File: src/rtl/dpfifo_pkg.sv
package dpfifo_pkg;
  typedef enum logic {
    DIR_DRAIN = 1'b0,
    DIR_FILL  = 1'b1
  } dir_e;
endpackage

File: src/rtl/fifo_ptr.sv
module fifo_ptr #(
  parameter int unsigned AW = 8
) (
  input  logic          clk_i,
  input  logic          rst_ni,
  input  logic          inc_i,
  output logic [AW-1:0] ptr_o
);
  localparam logic [AW-1:0] ONE = AW'(1);

  // natural binary wrap from all-ones to zero
  always_ff @(posedge clk_i or negedge rst_ni) begin
    if (!rst_ni)    ptr_o <= '0;
    else if (inc_i) ptr_o <= ptr_o + ONE;
  end
endmodule

File: src/rtl/fifo_dpram.sv
module fifo_dpram #(
  parameter int unsigned DW = 8,
  parameter int unsigned AW = 8
) (
  input  logic          clk_i,
  input  logic          rst_ni,
  input  logic          we_i,
  input  logic [AW-1:0] waddr_i,
  input  logic [DW-1:0] wdata_i,
  input  logic          re_i,
  input  logic [AW-1:0] raddr_i,
  output logic [DW-1:0] rdata_o
);
  localparam int unsigned DEPTH = 1 << AW;

  logic [DW-1:0] mem_q [DEPTH];

  always_ff @(posedge clk_i) begin
    if (we_i) mem_q[waddr_i] <= wdata_i;
  end

  // read-before-write on a shared address
  always_ff @(posedge clk_i or negedge rst_ni) begin
    if (!rst_ni)   rdata_o <= '0;
    else if (re_i) rdata_o <= mem_q[raddr_i];
  end

  AST_RDATA_HOLD: assert property (@(posedge clk_i) disable iff (!rst_ni)
    !re_i |=> $stable(rdata_o));
endmodule

File: src/rtl/fifo_dir_ctrl.sv
module fifo_dir_ctrl
  import dpfifo_pkg::*;
#(
  parameter int unsigned AW = 8
) (
  input  logic          clk_i,
  input  logic          rst_ni,
  input  logic          wr_i,
  input  logic          rd_i,
  input  logic [AW-1:0] wptr_i,
  input  logic [AW-1:0] rptr_i,
  output logic          full_o,
  output logic          empty_o
);
  dir_e dir_q, dir_d;
  logic ptr_eq;

  always_comb begin
    dir_d = dir_q;
    if (wr_i && !rd_i)      dir_d = DIR_FILL;
    else if (rd_i && !wr_i) dir_d = DIR_DRAIN;
  end

  always_ff @(posedge clk_i or negedge rst_ni) begin
    if (!rst_ni) dir_q <= DIR_DRAIN;
    else         dir_q <= dir_d;
  end

  assign ptr_eq  = (wptr_i == rptr_i);
  assign full_o  = ptr_eq && (dir_q == DIR_FILL);
  assign empty_o = ptr_eq && (dir_q == DIR_DRAIN);

  AST_FLAGS_EXCL: assert property (@(posedge clk_i) disable iff (!rst_ni)
    !(full_o && empty_o));
  AST_WR_NOT_EMPTY: assert property (@(posedge clk_i) disable iff (!rst_ni)
    (wr_i && !rd_i) |=> !empty_o);
  AST_RD_NOT_FULL: assert property (@(posedge clk_i) disable iff (!rst_ni)
    (rd_i && !wr_i) |=> !full_o);
  AST_BOTH_KEEP: assert property (@(posedge clk_i) disable iff (!rst_ni)
    (wr_i && rd_i) |=> ($stable(full_o) && $stable(empty_o)));
  AST_FULL_CAUSE: assert property (@(posedge clk_i) disable iff (!rst_ni)
    (!full_o && !(wr_i && !rd_i)) |=> !full_o);
  AST_EMPTY_CAUSE: assert property (@(posedge clk_i) disable iff (!rst_ni)
    (!empty_o && !(rd_i && !wr_i)) |=> !empty_o);
endmodule

File: src/rtl/dp_fifo_dir.sv
module dp_fifo_dir #(
  parameter int unsigned DATA_W = 8,
  parameter int unsigned ADDR_W = 8
) (
  input  logic              clk_i,
  input  logic              rst_ni,
  input  logic              wr_en_i,
  input  logic [DATA_W-1:0] wr_data_i,
  input  logic              rd_en_i,
  output logic [DATA_W-1:0] rd_data_o,
  output logic              full_o,
  output logic              empty_o
);
  logic [ADDR_W-1:0] wptr, rptr;

  fifo_ptr #(.AW(ADDR_W)) u_wptr (
    .clk_i(clk_i), .rst_ni(rst_ni), .inc_i(wr_en_i), .ptr_o(wptr)
  );

  fifo_ptr #(.AW(ADDR_W)) u_rptr (
    .clk_i(clk_i), .rst_ni(rst_ni), .inc_i(rd_en_i), .ptr_o(rptr)
  );

  fifo_dpram #(.DW(DATA_W), .AW(ADDR_W)) u_ram (
    .clk_i(clk_i), .rst_ni(rst_ni),
    .we_i(wr_en_i), .waddr_i(wptr), .wdata_i(wr_data_i),
    .re_i(rd_en_i), .raddr_i(rptr), .rdata_o(rd_data_o)
  );

  fifo_dir_ctrl #(.AW(ADDR_W)) u_ctrl (
    .clk_i(clk_i), .rst_ni(rst_ni),
    .wr_i(wr_en_i), .rd_i(rd_en_i),
    .wptr_i(wptr), .rptr_i(rptr),
    .full_o(full_o), .empty_o(empty_o)
  );

  AST_RST_EMPTY: assert property (@(posedge clk_i)
    !rst_ni |-> (empty_o && !full_o));
  AST_WRAP_PTR: assert property (@(posedge clk_i) disable iff (!rst_ni)
    (wr_en_i && (&wptr)) |=> (wptr == '0));
endmodule

File: config.mk
export PLATFORM = sky130hd
export DESIGN_NAME = dp_fifo_dir
export DESIGN_NICKNAME = d
export VERILOG_FILES = /design/src/rtl/dpfifo_pkg.sv /design/src/rtl/fifo_ptr.sv /design/src/rtl/fifo_dpram.sv /design/src/rtl/fifo_dir_ctrl.sv /design/src/rtl/dp_fifo_dir.sv
export SDC_FILE = /design/constraint.sdc
export NUM_CORES = 2
export LEC_CHECK = 0
export CORE_MARGIN = 2
export CORE_UTILIZATION = 40
export DETAILED_ROUTE_END_ITERATION = 8
export GPL_ROUTABILITY_DRIVEN = 0
export PLACE_DENSITY = 0.61
export SLEW_MARGIN = 20
export SYNTH_ARGS = -nofsm -noshare
export SYNTH_HDL_FRONTEND = slang
export SYNTH_SLANG_ARGS = --single-unit
File: constraint.sdc
create_clock -name clk_i -period 7.9 [get_ports clk_i]
set_input_delay 1.185 -clock clk_i [delete_from_list [all_inputs] [get_ports clk_i]]
set_output_delay 1.185 -clock clk_i [all_outputs]
set_load 0.1 [all_outputs]
### Yosys cells after proc, flatten, opt, wreduce, memory -nomap -nowiden

Memories as Yosys holds them, arrays and structs flattened. A register that Yosys moved wholly into a read port is not among the register bits.
Index checks and enable logic that the tools add are counted.

| word-level totals | value |
|---|---|
| memory bits (read-only) | 0 |
| latch bits | 0 |
| input bits | 12 |
| RAM bits | 2048 |
| register bits after elaboration | 17 |
| memories | 1 |

| cells by class | value |
|---|---|
| shift operators | 0 |
| muxes and demuxes | 4 |
| add/sub/neg operators | 2 |
| multipliers | 0 |
| order comparisons | 0 |
| equal/unequal tests | 1 |
| bitwise gates (word level) | 1 |
| div/mod/pow operators | 0 |
| reduce and logical (&&, ||, !) cells | 8 |

Memories:

| name | depth | width | read ports | clocked after Yosys merged registers in | wr ports | RTL line | source |
|---|---|---|---|---|---|---|---|
| u_ram.mem_q | 256 | 8 | 1 | 1 | 1 | fifo_dpram.sv:16 | `logic [DW-1:0] mem_q [DEPTH];` |

Operator list:

| kind | count |
|---|---|
| $add A8 B1 Y8 const B | 2 |
| $eq A8 B8 Y1 | 1 |
| $logic_and A1 B1 Y1 | 4 |
| $mux W1 | 4 |
| $logic_not A1 Y1 | 3 |
| $reduce_bool A2 Y1 | 1 |
| $not A1 Y1 | 1 |

### Depth between registers and ports, before layout

| depth | value |
|---|---|
| depth after elaboration | 4 |
| depth in mapped cells | 14 |
| depth with buffers taken out | 7 |

### Cells and area by module

A second synthesis with hierarchy kept.

| second synthesis, totals | value |
|---|---|
| cell total of the unflattened synthesis | 3886 |
| area total of the unflattened synthesis | 80777.5 sq um |

By module, submodules not included:

| module | area an instance (sq um) | times used | seq. area each (sq um) | cells each |
|---|---|---|---|---|
| fifo_dpram | 79961.7 | 1 | 61699.2 | 3816 |
| fifo_ptr | 331.6 | 2 | 200.2 | 26 |
| fifo_dir_ctrl | 152.6 | 1 | 25.0 | 18 |

### Worst setup path after synthesis

No wires, ideal clock.

| path | value |
|---|---|
| kind | register to output |
| from | reg u_rptr.ptr_o[2] |
| to | out empty_o |
| path slack | 3.994 ns |
| cell stages (with the launch flop) | 9 |
| path buffers | 5 |
| arrival | 2.721 ns |
| cell sequence | dfrtp_1 -> buf_2 -> buf_2 -> buf_1 -> clkbuf_1 -> clkbuf_1 -> xor2_1 -> nor4_1 -> and3b_1 |

| on the way | value |
|---|---|
| word-level cells in the longest chain between the ends | 2 |

RTL lines:

| what | RTL line | source |
|---|---|---|
| start: declaration | fifo_ptr.sv:7 | `output logic [AW-1:0] ptr_o` |
| start signal: assignment | fifo_ptr.sv:14 | `else if (inc_i) ptr_o <= ptr_o + ONE;` |
| $eq A8 B8 Y1 | fifo_dir_ctrl.sv:29 | `assign ptr_eq = (wptr_i == rptr_i);` |
| $logic_and A1 B1 Y1 | fifo_dir_ctrl.sv:31 | `assign empty_o = ptr_eq && (dir_q == DIR_DRAIN);` |
| end: declaration | dp_fifo_dir.sv:12 | `output logic empty_o` |

No other way between the ends.

### Worst setup path after layout

| path | value |
|---|---|
| from | reg u_rptr.ptr_o[2] |
| to | out full_o |

| on the way | value |
|---|---|
| word-level cells in the longest chain between the ends | 2 |

RTL lines:

| what | RTL line | source |
|---|---|---|
| $eq A8 B8 Y1 | fifo_dir_ctrl.sv:29 |  |
| $logic_and A1 B1 Y1 | fifo_dir_ctrl.sv:30 | `assign full_o = ptr_eq && (dir_q == DIR_FILL);` |
| end: declaration | dp_fifo_dir.sv:11 | `output logic full_o,` |

No other way between the ends.

==> flow_metrics.py <==
metrics = {
    "sta": {
        "slew_viol_final": 0,
        "fin_skew_ns": 0.0565,
        "holdWs_ns": 0.522,
        "final.setup.tns_ns": 0,
        "maxSlewHeadroom": 0.236,
        "grt_setup_unrepaired": "no",
        "hold_viol": 0,
        "min_period_over_period": 0.619,
        "min_period_ns": 4.89,
        "max_freq_ghz": 0.204,
        "setup_viol": 0,
        "timing.final.ws_setup_ns": 3.01,
        "worst_slew_pin_slew_ns": 1.15,
    },
    "clocking": {
        "hold_buffers": 0,
        "cts_inserted_buffers": 201,
        "ctsResizeCount": 0,
        "clockBufferDepth": 3,
        "path_clk_slew_ns": 0.06,
        "clk_latency_ns": 0.85,
        "cts_tree": "built",
        "h-tree-depth": 4,
        "post_cts_buffers": 0,
        "cts_root_buf": "clkbuf_16",
        "cts_num_sinks": 2073,
    },
    "power": {
        "vdd_ir_drop_max_v": 0.000306,
        "p_seq_frac": 0.404,
        "clock_power_share": 0.315,
        "p_int_mw": 21.2,
        "p_sw_frac": 0.317,
        "combinationalPowerShare": 0.281,
        "powerDensity_nw_per_um2": 341,
        "p_leak_nw": 28.2,
        "p_sw_mw": 9.84,
    },
    "floorplanning": {
        "fp.dieArea_sq_um": 206000,
        "design.core.area_sq_um": 202000,
        "initial_core_util": 0.402,
        "die_h_um": 454,
        "rows": 165,
        "chipWidth_um": 454,
        "io_pins": 22,
    },
    "logic_synthesis": {
        "syn_inst": 3937,
        "ys_ff_latch": 2073,
        "synth_fa_ha_area_frac": 0.000927,
        "ys_types": 68,
        "ys_warn_count": 0,
        "yosysTopAreaCell": "edfxtp_1",
        "synth_xor_xnor_area_share": 0.00238,
        "netlist_area_sq_um": 81000,
        "yosys.area.top_type_share": 0.759,
        "syn_nets": 3955,
        "synth_top_family_by_area": "multiplexers",
        "synth-async-reset-ratio": 0.0121,
        "synthSimpleGateAreaFrac": 0.0286,
        "synthFlopType": "edfxtp_1",
        "avgSynthCellArea_sq_um": 20.6,
        "synth-edff-count": 2048,
        "synth.area.mux_share": 0.154,
        "synth-compound-area-share": 0.0300,
        "synth.top_cells.by_area": "edfxtp_1 76%, mux4_2 12%, mux2i_1 3.2%",
        "synth-seq-area-share": 0.767,
    },
    "final_layout": {
        "area_delta_synth_final_pct": 12.0,
        "finish.net_count": 4016,
        "multi_input_area_sq_um": 17500,
        "drive_gt1_frac": 0.207,
        "fin_util": 0.450,
        "register_area_sq_um": 62100,
        "layout_common_cells": "2,048 x edfxtp_1, 431 x mux4_2, 277 x nor2_1",
        "final_common_cell": "edfxtp_1",
        "fin_cells": 6837,
        "nFillCells": 16700,
    },
    "routing": {
        "vias_per_cell": 5.90,
        "wl_per_cell_um": 31.1,
        "ant_nets": 0,
        "first_pass_iters": 5,
        "wirelength_mm": 213,
        "drc_errors": 0,
        "wl_met3_mm": 16.8,
        "drt_iter0_drc": 5279,
        "top_layer": "met5",
        "vias": 40400,
        "routedLengthMet1_mm": 87.8,
        "met2_wirelength_mm": 100,
    },
    "place": {
        "post-place-cells": 6467,
        "dpl.hpwl_mm": 124,
        "port_buffers": 21,
        "dp_slack_ns": 3.43,
    },
    "critical_path": {
        "critPathKind": "register to output pin",
        "cp.arrival_ns": 3.71,
        "worst_setup_path_end_kind": "output pin",
        "path_max_fanout": 28,
        "start_kind": "register",
        "cp.required_ns": 6.71,
        "reg2reg_depth": 9,
    },
    "global_routing": {
        "grt_max_degree": 197,
        "grt-ovfl-total": 0,
        "grt_util_all_layers": 0.206,
        "grt_pass1_vias": 40200,
        "grt_pass1_wl_mm": 303,
        "antenna_found_initial": 4,
    },
    "hold_path": {
        "min_path_cells": 1,
        "hold_path_class": "register to register",
    },
    "run_status": {
        "status": "finished, final reports clean",
    },
    "flow_run": {
        "max_cap_viol_count": 0,
    },
}
power groups by stage:
stage                     Clock, mW  Combinational [mW]  Sequential (mW)
after floorplan                   0                5.72             12.7
after global placement            0                8.69             12.7
after detailed placement          0                8.70             12.8
after CTS                      9.88                8.73             12.5
after global routing           10.3                9.08             12.5
final                          9.77                8.70             12.5
layer usage:
layer | track usage | up-vias
li1 | - | 16400
met1 | 0.291 | 21700
met2 | 0.320 | 1849
met3 | 0.0388 | 347
met4 | 0.0738 | 6
met5 | 0 | -
cells in the mapped netlist (6+ instances only):
| cell | instances |
|---|---|
| mux2_2 | 15 |
| nor2b_1 | 17 |
| a211o_1 | 10 |
| a21oi_1 | 70 |
| nor4_1 | 8 |
| mux4_2 | 431 |
| buf_2 | 31 |
| dfrtp_1 | 25 |
| o211ai_1 | 7 |
| nor3_1 | 26 |
| a221oi_1 | 17 |
| clkbuf_1 | 125 |
| o22ai_1 | 38 |
| edfxtp_1 | 2048 |
| buf_6 | 42 |
| a31oi_1 | 14 |
| a211oi_1 | 21 |
| ha_1 | 6 |
| a22oi_1 | 36 |
| nand2b_1 | 6 |
| nand2_1 | 100 |
| o22a_1 | 8 |
| a221o_1 | 13 |
| nand3_1 | 46 |
| xor2_1 | 12 |
| xnor2_1 | 10 |
| nor2_1 | 288 |
| and3_1 | 8 |
| buf_1 | 16 |
| o21ai_0 | 36 |
| o221ai_1 | 40 |
| nand4_1 | 9 |
| mux2i_1 | 256 |
| and2_1 | 12 |
| buf_4 | 24 |
path summary, 6_finish.rpt:
kind	start	endpoint	slack (ns)
min	u_ctrl.dir_q	u_ctrl.dir_q	0.52
min reg2reg	u_ctrl.dir_q	u_ctrl.dir_q	0.52
min in group asynchronous	rst_ni	u_ram.rdata_o[1]	0.77
max	u_rptr.ptr_o[2]	full_o	3.01
max in group asynchronous	rst_ni	u_rptr.ptr_o[2]	6.72
max reg2reg	u_rptr.ptr_o[2]	u_ram.rdata_o[2]	3.39
critical path, cell delays in order (launching register included):
cell	delay [ns]
dfrtp_4	0.71
xor2_1	0.23
nor4_1	0.36
and3_1	0.36
clkdlybuf4s50_1	1.18
flip-flops by register name (all words and copies together) (netlist names):
register / flops
u_ram.mem_q: 2048
u_wptr.ptr_o: 8
u_rptr.ptr_o: 8
u_ctrl.dir_q: 1
u_ram.rdata_o: 8
cell families (layout without fill, tap and decap cells):
group	Yosys count	count (layout)
flops	2073	2073
buf+inv	251	477
simple gates	537	537
other cells	0	2
compound gates	346	346
mux	702	702
xor+xnor	22	22
fa+ha+maj	6	6
cell type report:
class / count / share of cell area
flip-flops and latches: 2073 / 0.685
multi-input cells: 1613 / 0.193
clock buffers: 249 / 0.0583
well taps: 2672 / 0.0368
clock inverters: 119 / 0.0155
repair buffers: 102 / 0.0112
inverters: 7 / 0.000386
diodes: 2 / 0.0000551
stage by stage:
stage	power (mW)	instance area, sq um
finish	31.0	90800
global route	31.9	90800
CTS	31.1	90800
detailed placement	21.5	84100
global placement	21.4	84000
floorplan	18.4	81000
Note: power is estimated with default switching activity, not from simulation.
